**src/rtl/mw_pkg.sv**
```systemverilog
`timescale 1ns/1ps
// Shared encodings for the serial EEPROM front end.
package mw_pkg;
    typedef enum logic [2:0] {
        OP_NONE     = 3'd0,
        OP_WRITE    = 3'd1,
        OP_ERASE    = 3'd2,
        OP_CLR_ALL  = 3'd3,
        OP_FILL_ALL = 3'd4,
        OP_WR_EN    = 3'd5,
        OP_WR_DIS   = 3'd6
    } mw_op_e;

    typedef enum logic [2:0] {
        RX_IDLE, RX_OPC, RX_ADDR, RX_DATA, RX_HOLD, RX_READ
    } mw_rx_e;

    localparam logic [1:0] OPC_READ    = 2'b10;
    localparam logic [1:0] OPC_WRITE   = 2'b01;
    localparam logic [1:0] OPC_ERASE   = 2'b11;
    localparam logic [1:0] OPC_SPECIAL = 2'b00;

    localparam logic [1:0] SEL_WR_EN   = 2'b11;
    localparam logic [1:0] SEL_WR_DIS  = 2'b00;
    localparam logic [1:0] SEL_CLR     = 2'b10;
    localparam logic [1:0] SEL_FILL    = 2'b01;
endpackage

```
**src/rtl/mw_pin_sync.sv**
```systemverilog
`timescale 1ns/1ps
// Registers the serial pins once and derives serial clock edge strobes.
// Assumes the pins are synchronous to clk and each serial clock level
// lasts at least three clk cycles.
module mw_pin_sync (
    input  logic clk,
    input  logic rst_n,
    input  logic ser_sel,
    input  logic ser_clk,
    input  logic ser_in,
    output logic cs_s,
    output logic di_s,
    output logic sk_rise,
    output logic sk_fall
);
    logic sk_s;
    logic sk_d;

    // Sample the pins and keep the previous serial clock level.
    always_ff @(posedge clk) begin
        if (!rst_n) begin
            cs_s <= 1'b0;
            sk_s <= 1'b0;
            di_s <= 1'b0;
            sk_d <= 1'b0;
        end else begin
            cs_s <= ser_sel;
            sk_s <= ser_clk;
            di_s <= ser_in;
            sk_d <= sk_s;
        end
    end

    // Edge strobes count only while selected.
    always_comb begin
        sk_rise = cs_s & sk_s & ~sk_d;
        sk_fall = cs_s & ~sk_s & sk_d;
    end
endmodule

```
**src/rtl/mw_cmd_rx.sv**
```systemverilog
`timescale 1ns/1ps
// Instruction receiver: start bit hunt, opcode, address and data shift.
// Issues finished non-read commands when select drops. Starts reads
// when the last address bit arrives. Assumes a single-cycle sk_rise strobe.
module mw_cmd_rx
    import mw_pkg::*;
#(
    parameter int ADDR_W = 11,
    parameter int WORD_W = 16
) (
    input  logic              clk,
    input  logic              rst_n,
    input  logic              wide,
    input  logic              cs_s,
    input  logic              di_s,
    input  logic              sk_rise,
    output logic              rd_start,
    output logic [ADDR_W-1:0] rd_start_addr,
    output logic              cmd_valid,
    output mw_op_e            cmd_op,
    output logic [ADDR_W-1:0] cmd_addr,
    output logic [WORD_W-1:0] cmd_data
);
    localparam int CNT_W = $clog2(WORD_W) + 1;
    localparam logic [ADDR_W-1:0] MASK_WIDE = {1'b0, {(ADDR_W-1){1'b1}}};

    mw_rx_e            state;
    logic [CNT_W-1:0]  cnt;
    logic [CNT_W-1:0]  aw_last;
    logic [CNT_W-1:0]  dw_last;
    logic [1:0]        op_q;
    logic [ADDR_W-1:0] addr_q;
    logic [ADDR_W-1:0] addr_nx;
    logic [WORD_W-1:0] data_q;
    logic [1:0]        sel_nx;
    logic [1:0]        sel_q;

    // Field lengths and selector position follow the word mode.
    always_comb begin
        aw_last = wide ? CNT_W'(ADDR_W-2) : CNT_W'(ADDR_W-1);
        dw_last = wide ? CNT_W'(WORD_W-1) : CNT_W'(WORD_W/2-1);
        addr_nx = {addr_q[ADDR_W-2:0], di_s};
        sel_nx  = wide ? addr_nx[ADDR_W-2:ADDR_W-3] : addr_nx[ADDR_W-1:ADDR_W-2];
        sel_q   = wide ? addr_q[ADDR_W-2:ADDR_W-3]  : addr_q[ADDR_W-1:ADDR_W-2];
    end

    // Receive state machine, advanced on each sampled rising serial edge.
    always_ff @(posedge clk) begin
        if (!rst_n) begin
            state         <= RX_IDLE;
            cnt           <= '0;
            op_q          <= '0;
            addr_q        <= '0;
            data_q        <= '0;
            rd_start      <= 1'b0;
            rd_start_addr <= '0;
            cmd_valid     <= 1'b0;
        end else begin
            rd_start  <= 1'b0;
            cmd_valid <= 1'b0;
            if (!cs_s) begin
                cmd_valid <= (state == RX_HOLD);
                state     <= RX_IDLE;
                cnt       <= '0;
            end else if (sk_rise) begin
                case (state)
                    RX_IDLE: begin
                        if (di_s) begin
                            state  <= RX_OPC;
                            cnt    <= '0;
                            addr_q <= '0;
                            data_q <= '0;
                        end
                    end
                    RX_OPC: begin
                        op_q <= {op_q[0], di_s};
                        if (cnt == CNT_W'(1)) begin
                            state <= RX_ADDR;
                            cnt   <= '0;
                        end else begin
                            cnt <= cnt + CNT_W'(1);
                        end
                    end
                    RX_ADDR: begin
                        addr_q <= addr_nx;
                        if (cnt == aw_last) begin
                            cnt <= '0;
                            if (op_q == OPC_READ) begin
                                state         <= RX_READ;
                                rd_start      <= 1'b1;
                                rd_start_addr <= wide ? (addr_nx & MASK_WIDE) : addr_nx;
                            end else if (op_q == OPC_WRITE ||
                                         (op_q == OPC_SPECIAL && sel_nx == SEL_FILL)) begin
                                state <= RX_DATA;
                            end else begin
                                state <= RX_HOLD;
                            end
                        end else begin
                            cnt <= cnt + CNT_W'(1);
                        end
                    end
                    RX_DATA: begin
                        data_q <= {data_q[WORD_W-2:0], di_s};
                        if (cnt == dw_last) begin
                            state <= RX_HOLD;
                        end else begin
                            cnt <= cnt + CNT_W'(1);
                        end
                    end
                    default: begin
                    end
                endcase
            end
        end
    end

    // Command code from the stored opcode and selector bits.
    always_comb begin
        case (op_q)
            OPC_WRITE: cmd_op = OP_WRITE;
            OPC_ERASE: cmd_op = OP_ERASE;
            OPC_SPECIAL: begin
                case (sel_q)
                    SEL_WR_EN:  cmd_op = OP_WR_EN;
                    SEL_WR_DIS: cmd_op = OP_WR_DIS;
                    SEL_CLR:    cmd_op = OP_CLR_ALL;
                    default:    cmd_op = OP_FILL_ALL;
                endcase
            end
            default: cmd_op = OP_NONE;
        endcase
    end

    assign cmd_addr = addr_q;
    assign cmd_data = data_q;

    a_r5_single_pulse: assert property (@(posedge clk) disable iff (!rst_n)
        cmd_valid |=> !cmd_valid);
    a_r6_read_after_addr: assert property (@(posedge clk) disable iff (!rst_n)
        rd_start |-> $past(state == RX_ADDR));
    a_r11_no_cmd_in_read: assert property (@(posedge clk) disable iff (!rst_n)
        $onehot0({cmd_valid, rd_start}));
endmodule

```
**src/rtl/mw_read_out.sv**
```systemverilog
`timescale 1ns/1ps
// Read streamer: sends the dummy zero, then the words MSB first, with
// address increment and wrap. Fetches the next word right after the last
// bit of the current one is sent. Assumes rd_data arrives one cycle after rd_en.
module mw_read_out #(
    parameter int ADDR_W = 11,
    parameter int WORD_W = 16
) (
    input  logic              clk,
    input  logic              rst_n,
    input  logic              wide,
    input  logic              cs_s,
    input  logic              sk_rise,
    input  logic              rd_start,
    input  logic [ADDR_W-1:0] rd_start_addr,
    output logic              rd_en,
    output logic [ADDR_W-1:0] rd_addr,
    input  logic [WORD_W-1:0] rd_data,
    output logic              active,
    output logic              dout
);
    localparam int BIT_W = $clog2(WORD_W);
    localparam int HALF_W = WORD_W / 2;
    localparam logic [ADDR_W-1:0] MASK_WIDE = {1'b0, {(ADDR_W-1){1'b1}}};

    logic [ADDR_W-1:0] addr_q;
    logic [ADDR_W-1:0] addr_inc;
    logic [WORD_W-1:0] word_q;
    logic [BIT_W-1:0]  bit_q;
    logic [BIT_W-1:0]  bit_last;
    logic              fetch_d;

    // Next address with a mode-dependent wrap.
    always_comb begin
        addr_inc = (addr_q + ADDR_W'(1)) & (wide ? MASK_WIDE : {ADDR_W{1'b1}});
        bit_last = wide ? BIT_W'(WORD_W-1) : BIT_W'(HALF_W-1);
    end

    // Output sequencing and array fetch requests.
    always_ff @(posedge clk) begin
        if (!rst_n) begin
            active  <= 1'b0;
            dout    <= 1'b0;
            addr_q  <= '0;
            bit_q   <= '0;
            rd_en   <= 1'b0;
            rd_addr <= '0;
        end else begin
            rd_en <= 1'b0;
            if (!cs_s) begin
                active <= 1'b0;
                dout   <= 1'b0;
            end else if (rd_start) begin
                active  <= 1'b1;
                dout    <= 1'b0;
                addr_q  <= rd_start_addr;
                rd_en   <= 1'b1;
                rd_addr <= rd_start_addr;
                bit_q   <= bit_last;
            end else if (active && sk_rise) begin
                dout <= word_q[bit_q];
                if (bit_q == '0) begin
                    addr_q  <= addr_inc;
                    rd_en   <= 1'b1;
                    rd_addr <= addr_inc;
                    bit_q   <= bit_last;
                end else begin
                    bit_q <= bit_q - BIT_W'(1);
                end
            end
        end
    end

    // Capture the fetched word one cycle after the strobe.
    always_ff @(posedge clk) begin
        if (!rst_n) begin
            fetch_d <= 1'b0;
            word_q  <= '0;
        end else begin
            fetch_d <= rd_en;
            if (fetch_d) begin
                word_q <= wide ? rd_data : {{(WORD_W-HALF_W){1'b0}}, rd_data[HALF_W-1:0]};
            end
        end
    end

    a_r7_addr_in_range: assert property (@(posedge clk) disable iff (!rst_n)
        (rd_en && wide) |-> !rd_addr[ADDR_W-1]);
    a_r6_bit_index_bound: assert property (@(posedge clk) disable iff (!rst_n)
        active |-> (bit_q <= bit_last));
endmodule

```
**src/rtl/mw_status.sv**
```systemverilog
`timescale 1ns/1ps
// Ready/busy status tracker. Arms when a write-type command is issued and
// shows status while selected. Releases at the falling serial edge after a
// 1 is sampled. Assumes cmd_valid only pulses while deselected.
module mw_status
    import mw_pkg::*;
(
    input  logic   clk,
    input  logic   rst_n,
    input  logic   cs_s,
    input  logic   di_s,
    input  logic   sk_rise,
    input  logic   sk_fall,
    input  logic   cmd_valid,
    input  mw_op_e cmd_op,
    output logic   st_oe
);
    logic armed;
    logic rel;
    logic wr_type;

    // Commands that start a program cycle.
    always_comb begin
        wr_type = (cmd_op == OP_WRITE) || (cmd_op == OP_ERASE) ||
                  (cmd_op == OP_CLR_ALL) || (cmd_op == OP_FILL_ALL);
    end

    // Arm, request release, release on the falling edge.
    always_ff @(posedge clk) begin
        if (!rst_n) begin
            armed <= 1'b0;
            rel   <= 1'b0;
        end else if (cmd_valid && wr_type) begin
            armed <= 1'b1;
            rel   <= 1'b0;
        end else if (!cs_s) begin
            rel <= 1'b0;
        end else if (rel && sk_fall) begin
            armed <= 1'b0;
            rel   <= 1'b0;
        end else if (armed && sk_rise && di_s) begin
            rel <= 1'b1;
        end
    end

    assign st_oe = armed & cs_s;

    a_r10_release_needs_one: assert property (@(posedge clk) disable iff (!rst_n)
        $fell(armed) |-> $past(rel));
endmodule

```
**src/rtl/mw_eeprom_if.sv**
```systemverilog
`timescale 1ns/1ps
// Top of the serial EEPROM front end: pin sampling, instruction receiver,
// read streamer and status tracker, with the output mux. Assumes the
// pins are synchronous to clk and the serial clock is at least 6x slower.
module mw_eeprom_if
    import mw_pkg::*;
#(
    parameter int ADDR_W = 11,
    parameter int WORD_W = 16
) (
    input  logic              clk,
    input  logic              rst_n,
    input  logic              word16_mode,
    input  logic              ser_sel,
    input  logic              ser_clk,
    input  logic              ser_in,
    output logic              ser_out,
    output logic              ser_out_en,
    input  logic              seq_busy,
    output logic              cmd_valid,
    output logic [2:0]        cmd_op,
    output logic [ADDR_W-1:0] cmd_addr,
    output logic [WORD_W-1:0] cmd_data,
    output logic              arr_rd_en,
    output logic [ADDR_W-1:0] arr_rd_addr,
    input  logic [WORD_W-1:0] arr_rd_data
);
    logic              cs_s;
    logic              di_s;
    logic              sk_rise;
    logic              sk_fall;
    logic              rd_start;
    logic [ADDR_W-1:0] rd_start_addr;
    mw_op_e            op_dec;
    logic              ro_active;
    logic              ro_dout;
    logic              st_oe;

    mw_pin_sync u_sync (
        .clk     (clk),
        .rst_n   (rst_n),
        .ser_sel (ser_sel),
        .ser_clk (ser_clk),
        .ser_in  (ser_in),
        .cs_s    (cs_s),
        .di_s    (di_s),
        .sk_rise (sk_rise),
        .sk_fall (sk_fall)
    );

    mw_cmd_rx #(.ADDR_W(ADDR_W), .WORD_W(WORD_W)) u_rx (
        .clk           (clk),
        .rst_n         (rst_n),
        .wide          (word16_mode),
        .cs_s          (cs_s),
        .di_s          (di_s),
        .sk_rise       (sk_rise),
        .rd_start      (rd_start),
        .rd_start_addr (rd_start_addr),
        .cmd_valid     (cmd_valid),
        .cmd_op        (op_dec),
        .cmd_addr      (cmd_addr),
        .cmd_data      (cmd_data)
    );

    mw_read_out #(.ADDR_W(ADDR_W), .WORD_W(WORD_W)) u_rd (
        .clk           (clk),
        .rst_n         (rst_n),
        .wide          (word16_mode),
        .cs_s          (cs_s),
        .sk_rise       (sk_rise),
        .rd_start      (rd_start),
        .rd_start_addr (rd_start_addr),
        .rd_en         (arr_rd_en),
        .rd_addr       (arr_rd_addr),
        .rd_data       (arr_rd_data),
        .active        (ro_active),
        .dout          (ro_dout)
    );

    mw_status u_st (
        .clk       (clk),
        .rst_n     (rst_n),
        .cs_s      (cs_s),
        .di_s      (di_s),
        .sk_rise   (sk_rise),
        .sk_fall   (sk_fall),
        .cmd_valid (cmd_valid),
        .cmd_op    (op_dec),
        .st_oe     (st_oe)
    );

    // Output mux: read data has priority over status.
    always_comb begin
        cmd_op     = op_dec;
        ser_out_en = ro_active | st_oe;
        ser_out    = ro_active ? ro_dout : (st_oe & ~seq_busy);
    end

    a_r11_quiet_when_deselected: assert property (@(posedge clk) disable iff (!rst_n)
        ($past(!ser_sel) && $past(!ser_sel, 2) && $past(!ser_sel, 3)) |-> !ser_out_en);
endmodule

```
**config.mk**
```make
export PLATFORM = sky130hd
export DESIGN_NAME = mw_eeprom_if
export DESIGN_NICKNAME = d
export VERILOG_FILES = /design/src/rtl/mw_pkg.sv /design/src/rtl/mw_pin_sync.sv /design/src/rtl/mw_cmd_rx.sv /design/src/rtl/mw_read_out.sv /design/src/rtl/mw_status.sv /design/src/rtl/mw_eeprom_if.sv
export SDC_FILE = /design/constraint.sdc
export NUM_CORES = 1
export LEC_CHECK = 0
export BUFFER_PORTS_ARGS = -buffer_cell sky130_fd_sc_hd__buf_2
export CELL_PAD_IN_SITES_DETAIL_PLACEMENT = 0
export CELL_PAD_IN_SITES_GLOBAL_PLACEMENT = 2
export CORE_ASPECT_RATIO = 1.75
export CORE_UTILIZATION = 37
export DETAILED_ROUTE_END_ITERATION = 16
export GPL_TIMING_DRIVEN = 0
export PLACE_DENSITY_LB_ADDON = 0.1
export SYNTH_ARGS = -nofsm -noshare
export SYNTH_HDL_FRONTEND = slang
export SYNTH_HIERARCHICAL = 1
export SYNTH_SLANG_ARGS = --single-unit
```
**constraint.sdc**
```tcl
create_clock -name clk -period 4 [get_ports clk]
set_input_delay 0.8 -clock clk [delete_from_list [all_inputs] [get_ports clk]]
set_output_delay 0.8 -clock clk [all_outputs]
set_load 0.02 [all_outputs]
```
==> flow_summary.json <==
{
  "drt_wl_total_um": 11070,
  "startpoint_type": "input pin",
  "whs_ns": 0.4802,
  "synth-edff-count": 0,
  "status": "completed",
  "tns_ns": 0,
  "first_pass_iters": 5,
  "grt_use_total_pct": 19.27,
  "grt_max_degree": 16,
  "clock_path_buffers": 2,
  "cp-startpoint": "word16_mode",
  "critPathMaxFanout": 9,
  "skew_ns": 0.01080,
  "critPathCaptureType": "output pin",
  "clk_latency_ns": 0.34,
  "async_reset_ff_share_pct": 0,
  "fin_crit_sh_pct": 69.66,
  "numPortBuffers": 67,
  "die_w_um": 83.32,
  "h-tree-depth": 3,
  "diodes": 0,
  "worst_slew_pin_slew_ns": 0.7186,
  "cp.required_ns": 3.20,
  "cts_inserted_buffers": 9,
  "initial_core_util_pct": 38.34,
  "rows": 51,
  "ios": 68,
  "cts.sinks": 91,
  "dr.first_iter.drc_count": 129,
  "peakVddDrop_mv": 0.2215,
  "synth_cell_types": 71,
  "rr_worst_depth": 6,
  "fill_cells": 1169,
  "hp-class": "reg2reg",
  "fmax_mhz": 358.9,
  "slowest_stage": "a2111oi_0",
  "setup_viol": 0,
  "wire_per_inst_um": 16.16,
  "drc_errors": 0,
  "critPathMostFrequentCell": "buf_2",
  "core_mm2": 0.01117,
  "maxCapViolCount": 0,
  "fp.dieH_um": 144.3,
  "cts_root_buf": "clkbuf_16",
  "avgViaCountPerCell": 5.371,
  "syn_area_per_cell_um2": 9.110,
  "endpoint": "cmd_op[1]",
  "rrSetupSlack_ns": 1.81,
  "cts.repair.resized": 0,
  "final_max_slew_viol_count": 0,
  "dpl_cell_area_mm2": 0.004782,
  "postCtsSetupRepairBufs": 0,
  "r2r-start": "u_sync/cs_s$_SDFF_PN0_",
  "synth-seq-cells": 91,
  "hold_viol_final": 0,
  "drive_gt1_share_pct": 20.43,
  "gp_congestion": 0.7601,
  "synth_nets": 497,
  "die_area_mm2": 0.01202,
  "ys_warn_count": 6,
  "ant_nets": 0,
  "worstSetupPathType": "in2out",
  "finalCriticalPeriod_ns": 2.786,
  "reg2reg_to": "u_rx/cnt[4]$_SDFFE_PN0P_",
  "synth_cells": 470,
  "synth_area_mm2": 0.004282,
  "grt_pass1_vias": 3598,
  "cp_cell_sequence": "buf_2 -> buf_2 -> nor2b_1 -> a2111oi_0 -> a21o_1 -> buf_2",
  "cts_tree": "yes",
  "cp_slowest_stage_delay_ns": 0.38,
  "grt_pass1_wl_um": 18210,
  "antenna_found_initial": 0,
  "worst_slack_ns": 1.214,
  "grt_overflow": 0,
  "final_area_mm2": 0.005110,
  "rsz0062_at_grt": "false",
  "hold_buffers": 0,
  "pwr_density_cell_mw_per_mm2": 370.8,
  "leakagePower_uw": 0.002083,
  "pre_cts_slack_ns": 1.186,
  "worstPathArrival_ns": 1.99,
  "layout.nets": 575,
  "vias": 3679,
  "ys_seq_area_share_pct": 42.55,
  "post-dp-hpwl_um": 8271,
  "synth_ff_type": "dfxtp_1",
  "slew_headroom_pct": 51.69,
  "syn2layout_area_growth_pct": 19.35,
  "clk_pin_slew_worst_paths_ns": 0.06
}
Yosys cell counts, types with 3 or more instances:
cell type  instances  area [µm²]
nor2b_1            9       56.30
or3_1              3       18.77
inv_1             14       52.55
ha_1               4       50.05
a21oi_1           13       65.06
dfxtp_1           91        1822
nor3b_1            5       37.54
a31oi_1           13       81.33
a22oi_1           18       135.1
mux2i_1           34       340.3
and2_1            22       137.6
a211oi_1           6       45.04
nand3_1           13       65.06
o211ai_1           5       37.54
o31ai_1            3       22.52
nand2_1           16       60.06
and4_1             4       35.03
nor4b_1            3       26.28
buf_2             10       50.05
o21a_1             4       30.03
clkbuf_1          14       52.55
and3b_1            4       35.03
o22ai_1            3       18.77
or4_1              4       30.03
and3_1             3       18.77
nor3_1             5       25.02
nor2_1            78       292.8
nand2b_1           4       25.02
nand3b_1           3       22.52
mux4_1             4       105.1
o21ai_0           10       50.05
cell usage in the layout (no fill, tap or decap), types with 6 or more instances in the layout:
cell | synthesis | layout
dfxtp_1 | 91 | 91
nor2_1 | 78 | 78
buf_2 | 10 | 77
mux2i_1 | 34 | 34
and2_1 | 22 | 22
a22oi_1 | 18 | 18
nand2_1 | 16 | 16
clkbuf_1 | 14 | 15
inv_1 | 14 | 14
nand3_1 | 13 | 13
a31oi_1 | 13 | 13
a21oi_1 | 13 | 13
o21ai_0 | 10 | 10
clkbuf_16 | 0 | 9
nor2b_1 | 9 | 9
a211oi_1 | 6 | 6
worst max-delay path: cells and delay by family:
kind / cells / cell delay (ns)
AOI/OAI and AO/OA: 2 / 0.57
buffers and inverters: 3 / 0.53
and+or+nand+nor: 1 / 0.08
flip-flops by register name (all words and copies together), names as in the netlist:
name	flops
u_rx/cmd_addr	11
u_rx/cnt	5
u_rd/rd_en	1
u_rx/op_q	2
u_rd/fetch_d	1
u_sync/sk_s	1
u_rd/active	1
u_rd/word_q	16
u_rx/cmd_data	16
u_rx/cmd_valid	1
u_rx/rd_start_addr	11
u_rd/bit_q	4
u_sync/di_s	1
u_sync/cs_s	1
u_sync/sk_d	1
u_st/rel	1
u_st/armed	1
u_rx/rd_start	1
u_rd/addr_q	11
u_rx/state	3
u_rd/dout	1
metal layers:
metal	global-route usage [%]	wire length, µm
met5	0	0
met4	6.806	96
met3	3.025	289
met2	36.71	6088
met1	21.47	4593
metrics by stage:
step,cells,utilization (%),power (µW)
2_1_floorplan,470,-,968.1
3_3_place_gp,669,42.82,996.9
3_5_place_dp,669,42.82,997.2
4_1_cts,685,45.76,1932
5_1_grt,685,45.76,1982
6_report,685,45.76,1895
where the power goes:
| group | switching [µW] | internal [µW] | total, µW |
|---|---|---|---|
| clock | 351 | 568 | 919 |
| combinational | 37.0 | 20.8 | 57.8 |
| sequential | 6.89 | 911 | 918 |
cell type report:
class,instances,area (µm²),share of cell area (%)
flip-flops and latches,91,1822,35.65
clock buffers,11,242.7,4.750
repair buffers,67,335.3,6.562
inverters,14,52.55,1.028
well taps,132,165.2,3.232
plain buffers,30,145.1,2.840
multi-input cells,335,2262,44.27
clock inverters,5,85.08,1.665
worst min path at each step:
| stage | cells after the start | to | start | slack (ns) |
|---|---|---|---|---|
| after floorplan | 2 | u_rd/word_q[2]$_SDFFE_PN0P_ | u_rd/word_q[2]$_SDFFE_PN0P_ | 0.45 |
| after global placement | 1 | u_sync/sk_d$_SDFF_PN0_ | u_sync/sk_s$_SDFF_PN0_ | 0.47 |
| after detailed placement | 1 | u_sync/sk_d$_SDFF_PN0_ | u_sync/sk_s$_SDFF_PN0_ | 0.47 |
| after CTS | 1 | u_rd/fetch_d$_SDFF_PN0_ | u_rd/rd_en$_SDFF_PN0_ | 0.49 |
| after global routing | 1 | u_sync/sk_d$_SDFF_PN0_ | u_sync/sk_s$_SDFF_PN0_ | 0.50 |
| final | 1 | u_rd/fetch_d$_SDFF_PN0_ | u_rd/rd_en$_SDFF_PN0_ | 0.48 |
logic make-up after synthesis:
group | after synthesis | synth area share, %
simple gates | 192 | 24.02
compound gates | 99 | 16.77
flops | 91 | 42.55
buf+inv | 44 | 4.617
mux | 39 | 10.67
fa+ha+maj | 4 | 1.169
xor+xnor | 1 | 0.2046
No activity file was read; power rests on OpenSTA's default activity.
